`src/rtl/dli_pkg.sv`:
```
package dli_pkg;
    typedef enum logic [1:0] {ST_IDLE, ST_ANSWER, ST_PASS} ack_state_t;

    localparam int CSR_W       = 16;
    localparam int BIT_NIRQ    = 8;
    localparam int BIT_IE      = 12;
    localparam int BIT_ATTN    = 13;
    localparam int BIT_LOOP    = 14;
    localparam int BIT_RESET   = 15;

    localparam logic [1:0] ADDR_VEC_BASE = 2'd0;
    localparam logic [1:0] ADDR_NCSR     = 2'd2;
endpackage

```
`src/rtl/dli_pend_cell.sv`:
```
module dli_pend_cell (
    input  logic clk,
    input  logic rst_n,
    input  logic src_i,
    input  logic en_i,
    input  logic release_i,
    output logic pending_o
);
    logic gated;
    logic gated_q;

    assign gated = src_i & en_i;

    always_ff @(posedge clk or negedge rst_n) begin
        if (!rst_n) begin
            gated_q   <= 1'b0;
            pending_o <= 1'b0;
        end else begin
            gated_q <= gated;
            if (gated && !gated_q)
                pending_o <= 1'b1;
            else if (release_i)
                pending_o <= 1'b0;
        end
    end
endmodule

```
`src/rtl/dli_net_csr.sv`:
```
module dli_net_csr
    import dli_pkg::*;
(
    input  logic             clk,
    input  logic             rst_n,
    input  logic             wr_i,
    input  logic [CSR_W-1:0] wdata_i,
    input  logic             net_irq_i,
    output logic [CSR_W-1:0] rdata_o,
    output logic             ie_o,
    output logic             loop_o,
    output logic             reset_o,
    output logic             attn_o
);
    always_ff @(posedge clk or negedge rst_n) begin
        if (!rst_n) begin
            ie_o    <= 1'b0;
            loop_o  <= 1'b0;
            reset_o <= 1'b0;
            attn_o  <= 1'b0;
        end else if (wr_i) begin
            ie_o    <= wdata_i[BIT_IE];
            loop_o  <= wdata_i[BIT_LOOP];
            reset_o <= wdata_i[BIT_RESET];
            attn_o  <= wdata_i[BIT_ATTN];
        end else begin
            attn_o  <= 1'b0;
        end
    end

    always_comb begin
        rdata_o            = '0;
        rdata_o[BIT_NIRQ]  = net_irq_i;
        rdata_o[BIT_IE]    = ie_o;
        rdata_o[BIT_LOOP]  = loop_o;
        rdata_o[BIT_RESET] = reset_o;
    end
endmodule

```
`src/rtl/dli_iack_fsm.sv`:
```
module dli_iack_fsm
    import dli_pkg::*;
#(
    parameter int LVL_W    = 3,
    parameter int VEC_W    = 8,
    parameter int LEVEL_LO = 2,
    parameter int LEVEL_HI = 3
) (
    input  logic             clk,
    input  logic             rst_n,
    input  logic             cyc_i,
    input  logic             chain_in_i,
    input  logic [LVL_W-1:0] level_i,
    input  logic             pend_lo_i,
    input  logic             pend_hi_i,
    input  logic [VEC_W-1:0] vec_lo_i,
    input  logic [VEC_W-1:0] vec_hi_i,
    output logic             ack_o,
    output logic             chain_out_o,
    output logic [VEC_W-1:0] vec_o
);
    ack_state_t state, state_nx;
    logic [VEC_W-1:0] vec_q;
    logic hit_lo, hit_hi, start;

    assign hit_lo = (level_i == LVL_W'(LEVEL_LO)) && pend_lo_i;
    assign hit_hi = (level_i == LVL_W'(LEVEL_HI)) && pend_hi_i;
    assign start  = cyc_i && chain_in_i;

    always_ff @(posedge clk or negedge rst_n) begin
        if (!rst_n) state <= ST_IDLE;
        else        state <= state_nx;
    end

    always_comb begin
        state_nx = state;
        unique case (state)
            ST_IDLE: begin
                if (start) state_nx = (hit_lo || hit_hi) ? ST_ANSWER : ST_PASS;
            end
            ST_ANSWER, ST_PASS: begin
                if (!cyc_i) state_nx = ST_IDLE;
            end
            default: state_nx = ST_IDLE;
        endcase
    end

    always_ff @(posedge clk or negedge rst_n) begin
        if (!rst_n)
            vec_q <= '0;
        else if (state == ST_IDLE && start)
            vec_q <= hit_hi ? vec_hi_i : vec_lo_i;
    end

    always_comb begin
        ack_o       = 1'b0;
        chain_out_o = 1'b0;
        vec_o       = '0;
        unique case (state)
            ST_IDLE:   ;
            ST_ANSWER: begin
                ack_o = 1'b1;
                vec_o = vec_q;
            end
            ST_PASS:   chain_out_o = 1'b1;
            default:   ;
        endcase
    end
endmodule

```
`src/rtl/dual_level_interrupter.sv`:
```
module dual_level_interrupter
    import dli_pkg::*;
#(
    parameter int VEC_W    = 8,
    parameter int LVL_W    = 3,
    parameter int LEVEL_LO = 2,
    parameter int LEVEL_HI = 3
) (
    input  logic             clk,
    input  logic             rst_n,
    input  logic [1:0]       host_addr,
    input  logic             host_wr,
    input  logic             host_rd,
    input  logic [CSR_W-1:0] host_wdata,
    output logic [CSR_W-1:0] host_rdata,
    input  logic             disk_irq,
    input  logic             disk_ie,
    input  logic             disk_stat_acc,
    input  logic             net_irq,
    output logic             net_attn,
    output logic             net_loop,
    output logic             net_reset,
    output logic             bus_irq2,
    output logic             bus_irq3,
    input  logic             iack_cyc,
    input  logic [LVL_W-1:0] iack_level,
    input  logic             iack_in,
    output logic             iack_out,
    output logic             iack_ack,
    output logic [VEC_W-1:0] iack_vec
);
    localparam int NUM_LVL = 2;
    localparam int PAD_W   = CSR_W - VEC_W;

    logic [NUM_LVL-1:0] src, en, rel, pend;
    logic [VEC_W-1:0]   vec_q [NUM_LVL];
    logic [CSR_W-1:0]   csr_rdata;
    logic               net_ie;
    logic               csr_sel;

    assign csr_sel = (host_addr == ADDR_NCSR);

    assign src = {net_irq, disk_irq};
    assign en  = {net_ie,  disk_ie};
    assign rel = {csr_sel && (host_wr || host_rd), disk_stat_acc};

    generate
        for (genvar g = 0; g < NUM_LVL; g++) begin : g_lvl
            dli_pend_cell u_pend (
                .clk       (clk),
                .rst_n     (rst_n),
                .src_i     (src[g]),
                .en_i      (en[g]),
                .release_i (rel[g]),
                .pending_o (pend[g])
            );

            always_ff @(posedge clk or negedge rst_n) begin
                if (!rst_n)
                    vec_q[g] <= '0;
                else if (host_wr && host_addr == ADDR_VEC_BASE + 2'(g))
                    vec_q[g] <= host_wdata[VEC_W-1:0];
            end
        end
    endgenerate

    assign bus_irq2 = pend[0];
    assign bus_irq3 = pend[1];

    dli_net_csr u_csr (
        .clk       (clk),
        .rst_n     (rst_n),
        .wr_i      (host_wr && csr_sel),
        .wdata_i   (host_wdata),
        .net_irq_i (net_irq),
        .rdata_o   (csr_rdata),
        .ie_o      (net_ie),
        .loop_o    (net_loop),
        .reset_o   (net_reset),
        .attn_o    (net_attn)
    );

    dli_iack_fsm #(
        .LVL_W    (LVL_W),
        .VEC_W    (VEC_W),
        .LEVEL_LO (LEVEL_LO),
        .LEVEL_HI (LEVEL_HI)
    ) u_iack (
        .clk         (clk),
        .rst_n       (rst_n),
        .cyc_i       (iack_cyc),
        .chain_in_i  (iack_in),
        .level_i     (iack_level),
        .pend_lo_i   (pend[0]),
        .pend_hi_i   (pend[1]),
        .vec_lo_i    (vec_q[0]),
        .vec_hi_i    (vec_q[1]),
        .ack_o       (iack_ack),
        .chain_out_o (iack_out),
        .vec_o       (iack_vec)
    );

    always_comb begin
        host_rdata = '0;
        if (host_addr == ADDR_VEC_BASE)
            host_rdata = {{PAD_W{1'b0}}, vec_q[0]};
        else if (host_addr == ADDR_VEC_BASE + 2'd1)
            host_rdata = {{PAD_W{1'b0}}, vec_q[1]};
        else if (csr_sel)
            host_rdata = csr_rdata;
    end
endmodule

```
`config.mk`:
```
export PLATFORM = sky130hd
export DESIGN_NAME = dual_level_interrupter
export DESIGN_NICKNAME = d
export VERILOG_FILES = /design/src/rtl/dli_pkg.sv /design/src/rtl/dli_pend_cell.sv /design/src/rtl/dli_net_csr.sv /design/src/rtl/dli_iack_fsm.sv /design/src/rtl/dual_level_interrupter.sv
export SDC_FILE = /design/constraint.sdc
export NUM_CORES = 1
export LEC_CHECK = 0
export ABC_AREA = 1
export BUFFER_PORTS_ARGS = -buffer_cell sky130_fd_sc_hd__buf_2
export CAP_MARGIN = 10
export CORE_UTILIZATION = 53
export DETAILED_ROUTE_END_ITERATION = 10
export GPL_TIMING_DRIVEN = 0
export PLACE_DENSITY = 0.84
export SYNTH_ARGS = -nofsm -noshare
export SYNTH_HDL_FRONTEND = slang
export SYNTH_SLANG_ARGS = --single-unit
```
`constraint.sdc`:
```
create_clock -name clk -period 3 [get_ports clk]
set_input_delay 0.75 -clock clk [delete_from_list [all_inputs] [get_ports clk]]
set_output_delay 0.75 -clock clk [all_outputs]
set_load 0.05 [all_outputs]
```
# Yosys cells after proc, flatten, opt, wreduce, memory -nomap -nowiden

Cells that the tools add are included.
Widths: inputs -> output; s select.

Logic and storage cells: 58
Input port bits: 31
Output and inout bits: 31
Register bits after elaboration: 34

Equal/unequal tests: 8
Reductions and logical operators: 20
Bitwise logic cells: 2
Mux-type cells: 16

Operator list:

| kind               | number |
|---|---|
| $mux 16            | 3 |
| $mux 8             | 2 |
| $logic_and 1x1->1  | 10 |
| $mux 1             | 7 |
| $eq 3x2->1 const B | 2 |
| $mux 2             | 3 |
| $eq 2x1->1 const B | 2 |
| $eq 2x2->1 const B | 2 |
| $logic_not 2->1    | 2 |
| $pmux 2 s2         | 1 |
| $reduce_bool 2->1  | 2 |
| $and 1x1->1        | 2 |
| $logic_not 1->1    | 2 |
| $logic_or 1x1->1   | 2 |
| $ne 2x1->1 const B | 1 |
| $ne 2x2->1 const B | 1 |
| $reduce_and 2->1   | 1 |
| $reduce_or 2->1    | 1 |

# Longest topological paths before layout

Gate-level depths: netlist of the first run.

Depth after elaboration: 6
Depth in mapped cells: 6
Gate-level depth less buffers: 6

# Hierarchy

Synthesis of the first run repeated with hierarchy kept, for this count alone.

Cells, all modules: 289
Area, all modules: 2,084.5 um2

Modules (own cells, without submodules):

| module                 | area each (um2) | seq. area each (um2) | cells each | times used |
|---|---|---|---|---|
| dual_level_interrupter | 952.2           | 400.4                | 129        | 1 |
| dli_iack_fsm           | 708.2           | 250.2                | 109        | 1 |
| dli_net_csr            | 269.0           | 100.1                | 33         | 1 |
| dli_pend_cell          | 77.6            | 50.0                 | 9          | 2 |

# Least setup slack after synthesis of the first run

OpenSTA, ideal clock, no wires.

Path type: input to output
Start: input port host_addr[1]
End: output port host_rdata[0]
Slack: 0.459 ns
Arrival time: 1.791 ns
Stages on the path: 3
Required time: 2.250 ns
Path through: inv_2 > nand2_1 > o22ai_1

Word-level cells in the longest chain between the ends: 3

Ends and longest elaborated chain:

| item            | line                          | source |
|---|---|---|
| start, declared | dual_level_interrupter.sv:11  | `input logic [1:0] host_addr,` |
| $eq 2x1->1      | dual_level_interrupter.sv:107 | `else if (host_addr == ADDR_VEC_BASE + 2'd1)` |
| $mux 16         | dual_level_interrupter.sv:107 |  |
| $mux 16 *       | dual_level_interrupter.sv:105 | `if (host_addr == ADDR_VEC_BASE)` |
| end, declared   | dual_level_interrupter.sv:15  | `output logic [CSR_W-1:0] host_rdata,` |

Every way passes the cells marked *; elsewhere a longest branch is shown, timed or not.

# Worst setup path after layout of the first run

Ends and elaborated chain as after synthesis.

==> metrics.cfg, run 1 <==
[setup_path]
crit_start = host_addr[1]
cp-start-kind = input pin
worstSetupPathType = input pin to output pin
crit_arrival_ns = 1.69
cp-end-kind = output pin
required_ns = 2.25
r2r_start = u_iack.state[0]
cp_max_fo = 8

[yosys]
synth.most_common_cell = nand2_1
netlist_top_cells_count = 63 x nand2_1, 44 x inv_1, 34 x dfrtp_1, 18 x nand3_1, 16 x o21ai_2
synth_top_flop_cell = dfrtp_1
synth_edf_count = 0
ys_ff_latch = 34
yosysSeqAreaShare_pct = 47.5
synth.largest_area_cell = dfrtp_1
synth_area_per_cell_um2 = 8.11
synth.distinct_cells = 19
ys.warnings.count = 0
synth_area_leaders = dfrtp_1 47%, nand2_1 13%, inv_1 9.2%, o21ai_2 7.8%, nand3_1 5.0%
synthDominantCellAreaShare_pct = 47.5
syn_area_mm2 = 0.00179
synthCells = 221
synth-async-reset-ratio_pct = 100

[route]
vias = 1526
wire_per_inst_um = 10.5
viasPerCell = 4.64
wl_mm = 3.44
first_pass_iters = 4
remaining_drc_errors = 0
ant_nets = 0
drt-initial-drc-count = 49

[final_layout]
seq_area_um2 = 851
diodes = 0
syn_to_final_growth_pct = 22.1
layout.cells.non_filler = 329
drive_gt1_share_pct = 32.6
layout.nets = 318
multi_input_area_um2 = 721
fill_cells = 271

[timing]
min_period_over_period_pct = 81.4
fmax_mhz = 409
final.setup.tns_ns = 0
rsz0062_at_grt = false
relSlewSlack_pct = 52.1
skew_ns = 0.0128
finalCriticalPeriod_ns = 2.44
worstMarginPinSlew_ns = 0.719
drv_slew = 0
setup_violations = 0
hold_viol = 0

[grt]
grt_use_total_pct = 22.5
grt_max_degree = 35
grt.overflow.total = 0
grt_pass1_wl_mm = 5.87
antenna_found_initial = 0
grt_pass1_vias = 1367

[clock_network]
clock-root-buffer = clkbuf_4
h-tree-depth = 2
postCtsResizedCells = 0
post_cts_buffers = 0
cts-hold-fix-buffers = 0
cts_buffer_depth = 2
worst_skew_pair.late_latency_ns = 0.34
cts.sinks = 34
cts_tree = built
cts_buffers = 5
path_clk_slew_ns = 0.11

[floorplan]
rows = 20
die_area_mm2 = 0.00362
ios = 62
core_mm2 = 0.00313
die_y_um = 60.2
start_util_pct = 57.3
die_w_um = 60.2

[placement]
dp_hpwl_mm = 2.75
place_inst = 321
numPortBuffers = 53
place.gp.congestion = 0.781

[pwr]
cellPowerDensity_mw_per_mm2 = 623
vdd_drop_max_uv = 395
p_leak_nw = 1.34

[outcome]
outcome = finished, final reports clean

[min_path]
min-delay-start = g_lvl[1].u_pend.gated_q
min_path_type = flop to flop

[run]
drv_cap = 0

==> report_power, final <==
group / internal [W] / leakage, nW / switching [W]
clock network: 0.000112 / 0.0343 / 0.000155
logic: 0.000141 / 0.878 / 0.000333
registers: 0.000563 / 0.424 / 0.0000586
total: 0.000816 / 1.34 / 0.000547
==> per-stage QoR <==
step / power (W) / worst slack (ns) / utilization [%] / area [um2] / hold WS, ns
4_1_cts: 0.00138 / 0.568 / 70.0 / 2190 / 0.432
2_1_floorplan: 0.000988 / 0.459 / - / 1800 / 0.410
6_report: 0.00136 / 0.557 / 70.0 / 2190 / 0.429
3_3_place_gp: 0.00108 / 0.569 / 67.9 / 2120 / 0.417
5_1_grt: 0.00146 / 0.453 / 70.0 / 2190 / 0.464
3_5_place_dp: 0.00111 / 0.567 / 67.9 / 2120 / 0.423
==> metal layers <==
metal	up-vias	wire length (um)	track usage (%)	part of all wire [%]
li1	801	-	-	-
met1	680	1470	25.8	43
met2	34	1750	38.8	51
met3	11	118	5.84	3.4
met4	0	96	10.6	2.8
met5	-	0	0	0
==> placed cells by master (no fill, tap or decap), types with 2 or more instances in the layout <==
master	synthesis	final
buf_6	2	2
conb_1	1	4
clkbuf_4	0	5
nand3_1	18	18
nand2_2	2	2
nand3_2	2	2
nor2_1	11	11
buf_4	4	4
buf_2	0	53
a21oi_1	3	3
dfrtp_1	34	34
inv_1	44	44
nand3_4	2	2
o22ai_1	9	9
o21ai_0	2	2
inv_2	3	3
nand2_1	63	63
ha_1	3	3
o21ai_2	16	16
==> cells by family (layout without fill, tap and decap cells) <==
logic type | Yosys count | count (layout) | synth area share (%)
and+or+nand+nor | 99 | 99 | 24.9
AOI/OAI and AO/OA | 30 | 30 | 12.4
other | 1 | 4 | 0.209
buffers and inverters | 54 | 115 | 13.0
DFF | 34 | 34 | 47.5
adders and majority gates | 3 | 3 | 2.09
==> registers in the layout, summed over array words and instances (netlist names), 2 cells and up <==
register	flops
u_iack.vec_q	8
vec_q	16
g_lvl.u_pend.pending_o	2
u_iack.state	2
g_lvl.u_pend.gated_q	2
==> cell type report <==
cell class / instances / area share [%]
buffer: 7 / 2.57
clock buffer: 6 / 2.34
clock inverter: 2 / 0.572
inverter: 47 / 8.06
multi-input combinational: 136 / 32.9
sequential: 34 / 38.9
tap: 44 / 2.52
timing repair buffer: 53 / 12.1
==> worst paths after layout <==
path / endpoint / slack, ns / depth (start not counted)
hold / removal: g_lvl[1].u_pend.pending_o / 0.43 / 1
hold reg to reg: g_lvl[1].u_pend.pending_o / 0.43 / 1
setup reg to reg: u_iack.vec_q[6] / 1.63 / 6
max in group asynchronous: u_iack.vec_q[3] / 2.08 / 1
min in group asynchronous: vec_q[4] / 0.45 / 1
setup / recovery: host_rdata[0] / 0.56 / 5
==> worst max-delay path: stages <==
cell     delay [ns]
buf_2          0.12
inv_2          0.11
nand2_1        0.18
o22ai_1        0.23
buf_2          0.30
(Power assumes the default switching activity.)
==> inputs of run 2 (changes only) <==
--- a/config.mk
+++ b/config.mk
@@ -5,13 +5,13 @@
 export SDC_FILE = /design/constraint.sdc
 export NUM_CORES = 1
 export LEC_CHECK = 0
-export ABC_AREA = 1
+export ABC_AREA = 0
 export BUFFER_PORTS_ARGS = -buffer_cell sky130_fd_sc_hd__buf_2
 export CAP_MARGIN = 10
-export CORE_UTILIZATION = 53
+export CORE_UTILIZATION = 44
 export DETAILED_ROUTE_END_ITERATION = 10
 export GPL_TIMING_DRIVEN = 0
-export PLACE_DENSITY = 0.84
+export PLACE_DENSITY = 0.75
 export SYNTH_ARGS = -nofsm -noshare
 export SYNTH_HDL_FRONTEND = slang
 export SYNTH_SLANG_ARGS = --single-unit
==> constraint.sdc (replaced) <==
create_clock -name clk -period 2.05 [get_ports clk]
set_input_delay 0.5125 -clock clk [delete_from_list [all_inputs] [get_ports clk]]
set_output_delay 0.5125 -clock clk [all_outputs]
set_load 0.05 [all_outputs]
==> run 2 against run 1 <==
Sequential power up 51%. Largest power group unchanged. Core utilization decreased by 12 points. Die area grew 12%. Critical endpoint is now iack_vec[6]. Worst hold slack worse by 0.14 ns. Cell count shrank 22%. Largest cell class unchanged. Worst setup slack got worse by 0.40 ns. Via count decreased by 21%. Design area decreased by 3.0%. Clock skew shrank 0.0098 ns. Sequential share of layout area rose by 1.2 points.
==> metrics.cfg, run 2 <==
[pwr]
pwr-share-comb_pct = 30.5
vdd_drop_max_uv = 669
p_switching_w = 0.000749
power_w = 0.00217
cellPowerDensity_mw_per_mm2 = 1020
internal-power_w = 0.00142
power_frac_clock_pct = 26.0
seqPwrFrac_pct = 43.5
p_sw_share_pct = 34.6
p_leak_nw = 1.14

[setup_path]
cp_max_fo = 9
rrSetupSlack_ns = 0.54
reg2regPathDepth = 5
cp-end-kind = output pin
r2r_start = u_iack.state[0]
crit_arrival_ns = 1.38
worstSetupPathType = flop to output pin
cp-start-kind = flop
timing.rr.end = u_iack.state[0]
required_ns = 1.54

[timing]
worstMarginPinSlew_ns = 0.731
finalCriticalPeriod_ns = 1.89
skew_ns = 0.00299
fmax_mhz = 529
rsz0062_at_grt = false
setup_violations = 0
hold-worst-slack_ns = 0.288
relSlewSlack_pct = 51.3
final.setup.tns_ns = 0
drv_slew = 0
hold_viol = 0
min_period_over_period_pct = 92.2

[floorplan]
ios = 62
die_w_um = 63.7
start_util_pct = 45.7
core_mm2 = 0.00366
rows = 22
die_y_um = 63.7
die_area_mm2 = 0.00406

[run]
drv_cap = 0

[final_layout]
fin_area_mm2 = 0.00212
drive_gt1_share_pct = 43.3
largest_register_ffs = 16
diodes = 0
syn_to_final_growth_pct = 26.8
fill_cells = 323
final_common_cell = buf_2
regMostFlops = vec_q
layout.nets = 241
final_cell_mix = 55 x buf_2, 34 x dfrtp_1, 19 x mux2_2
reg_top3 = vec_q (16), u_iack.vec_q (8)

[route]
viasPerCell = 4.70
remaining_drc_errors = 0
wl_mm = 3.03
ant_nets = 0
vias = 1204
first_pass_iters = 4
wire_per_inst_um = 11.8
drt-initial-drc-count = 23

[grt]
grt_use_total_pct = 17.3
grt_pass1_vias = 1228
grt_pass1_wl_mm = 5.31
grt.overflow.total = 0
grt_max_degree = 35
antenna_found_initial = 0

[yosys]
synth.largest_area_cell = dfrtp_1
synth_area_per_cell_um2 = 11.6
syn_area_mm2 = 0.00167
synth_edf_count = 0
synth_top_flop_cell = dfrtp_1
ys.warnings.count = 0
synth_area_leaders = dfrtp_1 51%, mux2_2 13%, mux2i_1 10%, and2_1 5.2%, o21ai_0 3.6%
ys_ff_latch = 34
synthDominantCellAreaShare_pct = 50.8
synthCells = 144
synth.most_common_cell = dfrtp_1
yosysSeqAreaShare_pct = 50.8
synth.distinct_cells = 25
synth-async-reset-ratio_pct = 100
netlist_top_cells_count = 34 x dfrtp_1, 19 x mux2_2, 17 x mux2i_1, 14 x and2_1, 12 x o21ai_0

[clock_network]
cts_buffer_depth = 2
cts.sinks = 34
path_clk_slew_ns = 0.06
cts_buffers = 5
cts-hold-fix-buffers = 0
h-tree-depth = 2
post_cts_buffers = 0
clock-root-buffer = clkbuf_8
worst_skew_pair.late_latency_ns = 0.28
cts_tree = built

[placement]
numPortBuffers = 53
placed_area_mm2 = 0.00201
dp_hpwl_mm = 2.28
place.gp.congestion = 0.756

[min_path]
min_path_type = input pin to asynchronous set/reset pin

[outcome]
outcome = finished, final reports clean

run 2: cell count changes in the layout (fill, tap and decap cells not counted), sizes merged, moves of 2 or more:
cell    before  now
a21oi        3    0
and2         0   14
buf         59   61
inv         47    5
mux2         0   19
mux2i        0   17
nand2       65   11
nand3       22    1
nand4b       0    2
nor2        12    8
nor3b        0    2
o21ai       18   12
o22ai        9    1
run 2: metal layers:
metal	vias up	track usage, %	routed length, um
met5	-	0	0
met4	0	9.38	55
met3	5	4.53	122
met2	26	29.1	1510
met1	559	19.9	1340
li1	614	-	-
run 2: layout make-up:
cell class / instances / area [um2] / share of cell area, %
inverters: 5 / 18.8 / 0.884
plain buffers: 8 / 55.1 / 2.59
flip-flops and latches: 34 / 851 / 40.1
repair buffers: 53 / 265 / 12.5
clock buffers: 8 / 110 / 5.19
multi-input cells: 100 / 763 / 35.9
well taps: 48 / 60.1 / 2.83
run 2: kinds of logic (layout without fill, tap and decap cells):
| family | count (synthesis) | count (layout) | share of synthesized area [%] |
|---|---|---|---|
| other | 1 | 4 | 0.224 |
| adders and majority gates | 3 | 3 | 2.24 |
| AOI/OAI and AO/OA | 15 | 15 | 4.93 |
| and+or+nand+nor | 42 | 42 | 14.4 |
| buffers and inverters | 13 | 74 | 4.41 |
| muxes | 36 | 36 | 22.9 |
| DFF | 34 | 34 | 50.8 |
run 2: per-stage QoR:
| stage | utilization [%] | instances | setup WS [ns] |
|---|---|---|---|
| after floorplan | - | 147 | 0.0477 |
| after global placement | 54.9 | 248 | 0.171 |
| after detailed placement | 54.9 | 248 | 0.185 |
| after CTS | 57.9 | 256 | 0.0642 |
| after global routing | 58.0 | 256 | 0.0479 |
| final | 58.0 | 256 | 0.160 |
run 2: timing repair:
item / 4_1_cts / 5_1_grt
hold endpoints to repair: 0 / 0
gates resized for setup: 0 / 1
setup endpoints to repair: 0 / 8
run 2: worst max-delay path by stage:
| stage | start | endpoint | cells after the start |
|---|---|---|---|
| floorplan | u_iack.state[1] | iack_vec[3] | 3 |
| global placement | host_addr[0] | host_rdata[12] | 4 |
| detailed placement | host_addr[0] | host_rdata[14] | 4 |
| CTS | u_iack.state[1] | iack_vec[6] | 4 |
| global route | u_iack.state[1] | iack_vec[3] | 4 |
| finish | u_iack.state[1] | iack_vec[6] | 4 |
run 2: critical path: stages, from the launching register on:
cell	delay, ns
dfrtp_1	0.39
inv_1	0.08
ha_2	0.23
and2_1	0.14
buf_2	0.25
run 2: power by group through the flow:
stage | combinational, W | clock (W) | sequential, W
after floorplan | 0.000469 | 0 | 0.000981
after global placement | 0.000657 | 0 | 0.000946
after detailed placement | 0.000667 | 0 | 0.000956
after CTS | 0.000670 | 0.000586 | 0.000943
after global routing | 0.000724 | 0.000620 | 0.000969
final | 0.000662 | 0.000563 | 0.000942
==> inputs of run 3 (changes only) <==
--- a/config.mk
+++ b/config.mk
@@ -8,10 +8,11 @@
 export ABC_AREA = 0
 export BUFFER_PORTS_ARGS = -buffer_cell sky130_fd_sc_hd__buf_2
 export CAP_MARGIN = 10
-export CORE_UTILIZATION = 44
+export CORE_UTILIZATION = 39
 export DETAILED_ROUTE_END_ITERATION = 10
 export GPL_TIMING_DRIVEN = 0
-export PLACE_DENSITY = 0.75
+export PLACE_DENSITY = 0.67
 export SYNTH_ARGS = -nofsm -noshare
 export SYNTH_HDL_FRONTEND = slang
+export SYNTH_HIERARCHICAL = 1
 export SYNTH_SLANG_ARGS = --single-unit
==> run 3 against run 2 <==
The flow now finishes with violations (DRC). Combinational power up 16%. Core utilization down 3.4 points. Die area up 25%. Sequential cell count unchanged. Register-to-register slack worse by 0.11 ns. Synthesized cell count up 14%. Global-route usage down 1.4 points.
==> metrics.cfg, run 3 <==
[run]
drv_cap = 0

[floorplan]
ios = 62
rows = 24
die_area_mm2 = 0.00506
start_util_pct = 41.7
die_y_um = 71.1
die_w_um = 71.1
core_mm2 = 0.00447

[timing]
min_period_over_period_pct = 98.6
relSlewSlack_pct = 49.7
setup_violations = 0
skew_ns = 0.00455
fmax_mhz = 495
finalCriticalPeriod_ns = 2.02
worstMarginPinSlew_ns = 0.754
hold_viol = 0
drv_slew = 0
worst_slack_ns = 0.0293

[grt]
grt_pass1_vias = 1315
grt_use_total_pct = 15.9
grt.overflow.total = 0
antenna_found_initial = 0
grt_pass1_wl_mm = 5.96
grt_max_degree = 35

[placement]
place.gp.congestion = 0.769
place_inst = 280
numPortBuffers = 53
pre_cts_ws_ns = -0.168
dp_hpwl_mm = 2.78

[yosys]
ys.warnings.count = 6
synth-async-reset-ratio_pct = 100
syn_area_mm2 = 0.00186
synth_edf_count = 0
ys_ff_latch = 34
synth.most_common_cell = dfrtp_1
synthDominantCellAreaShare_pct = 45.6
synth_area_per_cell_um2 = 11.4
yosysSeqAreaShare_pct = 45.6
synth.largest_area_cell = dfrtp_1
synth_top_flop_cell = dfrtp_1
netlist_top_cells_count = 34 x dfrtp_1, 19 x mux2_2, 18 x buf_4, 17 x and2_1, 17 x mux2i_1
synthCells = 164
synth.distinct_cells = 27
synth_area_leaders = dfrtp_1 46%, mux2_2 11%, mux2i_1 9.1%, buf_4 7.2%, and2_1 5.7%

[clock_network]
worst_skew_pair.late_latency_ns = 0.29
cts_buffer_depth = 2
cts_buffers = 5
cts-hold-fix-buffers = 0
cts.sinks = 34
h-tree-depth = 2
path_clk_slew_ns = 0.07
cts_tree = built
clock-root-buffer = clkbuf_8

[setup_path]
cp-start-kind = input pin
cp-end-kind = output pin
timing.rr.end = u_iack/state[0]
rrSetupSlack_ns = 0.43
crit_start = host_addr[0]
reg2regPathDepth = 5
r2r_start = u_iack/state[0]
crit_arrival_ns = 1.51
required_ns = 1.54
cp_max_fo = 10
worstSetupPathType = input pin to output pin

[final_layout]
largest_register_ffs = 16
final_common_cell = buf_2
drive_gt1_share_pct = 48.9
fill_cells = 415
layout.cells.non_filler = 287
syn_to_final_growth_pct = 31.1
regMostFlops = vec_q
diodes = 0
layout.nets = 270
final_cell_mix = 44 x buf_2, 34 x dfrtp_1, 20 x buf_4
reg_top3 = vec_q (16), u_iack/vec_q (8)

[route]
viasPerCell = 4.83
drt-initial-drc-count = 54
vias = 1387
wl_mm = 3.74
remaining_drc_errors = 4
ant_nets = 0
first_pass_iters = 9
wire_per_inst_um = 13.0

[pwr]
vdd_drop_max_uv = 369
p_leak_nw = 1.28
cellPowerDensity_mw_per_mm2 = 905

[min_path]
min_path_type = input pin to asynchronous set/reset pin

[outcome]
outcome = finished, violations left
failed_checks = DRC

## run 3: cell count changes after synthesis, sizes merged, moves of 2 or more
cell | before | now
o21ai | 12 | 9
nand3 | 1 | 3
o2bb2ai | 0 | 8
and2 | 14 | 18
buf | 8 | 20
nor2 | 8 | 0
## run 3: cell families after synthesis
family | count (synthesis) | share of synthesized area, %
other cells | 1 | 0.201
compound gates | 22 | 8.59
mux | 36 | 20.6
flops | 34 | 45.6
buf+inv | 27 | 9.19
simple gates | 41 | 13.8
fa+ha+maj | 3 | 2.01
## run 3: final cells by class
type | instances | area, um2 | area share, %
multi-input combinational | 114 | 943 | 38.6
sequential | 34 | 851 | 34.8
timing repair buffer | 54 | 320 | 13.1
buffer | 21 | 159 | 6.50
clock buffer | 6 | 82.6 | 3.38
tap | 52 | 65.1 | 2.66
inverter | 6 | 22.5 | 0.922
## run 3: timing repair
item	4_1_cts	5_1_grt
setup buffers	0	1
resized for setup	13	9
setup endpoints to repair	12	20
## run 3: worst max path at each step
stage / endpoint / slack (ns) / depth (start not counted)
after floorplan: iack_vec[0] / 0.03 / 3
after global placement: host_rdata[0] / -0.15 / 6
after detailed placement: host_rdata[0] / -0.17 / 6
after CTS: host_rdata[3] / 0.0003 / 6
after global routing: host_rdata[4] / -0.01 / 6
final: host_rdata[6] / 0.03 / 6
## run 3: report_power, final
group / internal (W) / total [W] / switching [W]
sequential: 0.000845 / 0.000961 / 0.000117
combinational: 0.000305 / 0.000767 / 0.000462
clock: 0.000259 / 0.000484 / 0.000225
total: 0.00141 / 0.00221 / 0.000804
## run 3: worst max-delay path, cell delays in order
cell and delay [ns]:
buf_2 0.14, buf_6 0.19, nor2b_2 0.18, buf_6 0.17
o2bb2ai_2 0.10, buf_4 0.20
## run 3: metrics by stage
stage	utilization, %	hold WS (ns)	instance area, um2	setup TNS (ns)	total power, W
6_report	54.6	0.293	2440	0	0.00221
2_1_floorplan	-	0.217	1960	0	0.00152
3_3_place_gp	51.1	0.428	2290	-1.42	0.00169
3_5_place_dp	51.1	0.440	2290	-1.61	0.00171
4_1_cts	53.8	0.318	2410	0	0.00222
5_1_grt	54.6	0.355	2440	-0.0452	0.00235
## run 3: metal layers
layer	vias up	wire (um)	GRT usage, %
li1	683	-	-
met1	668	1590	18.7
met2	30	1940	27.2
met3	6	144	4.27
met4	0	70	7.33
met5	-	0	0
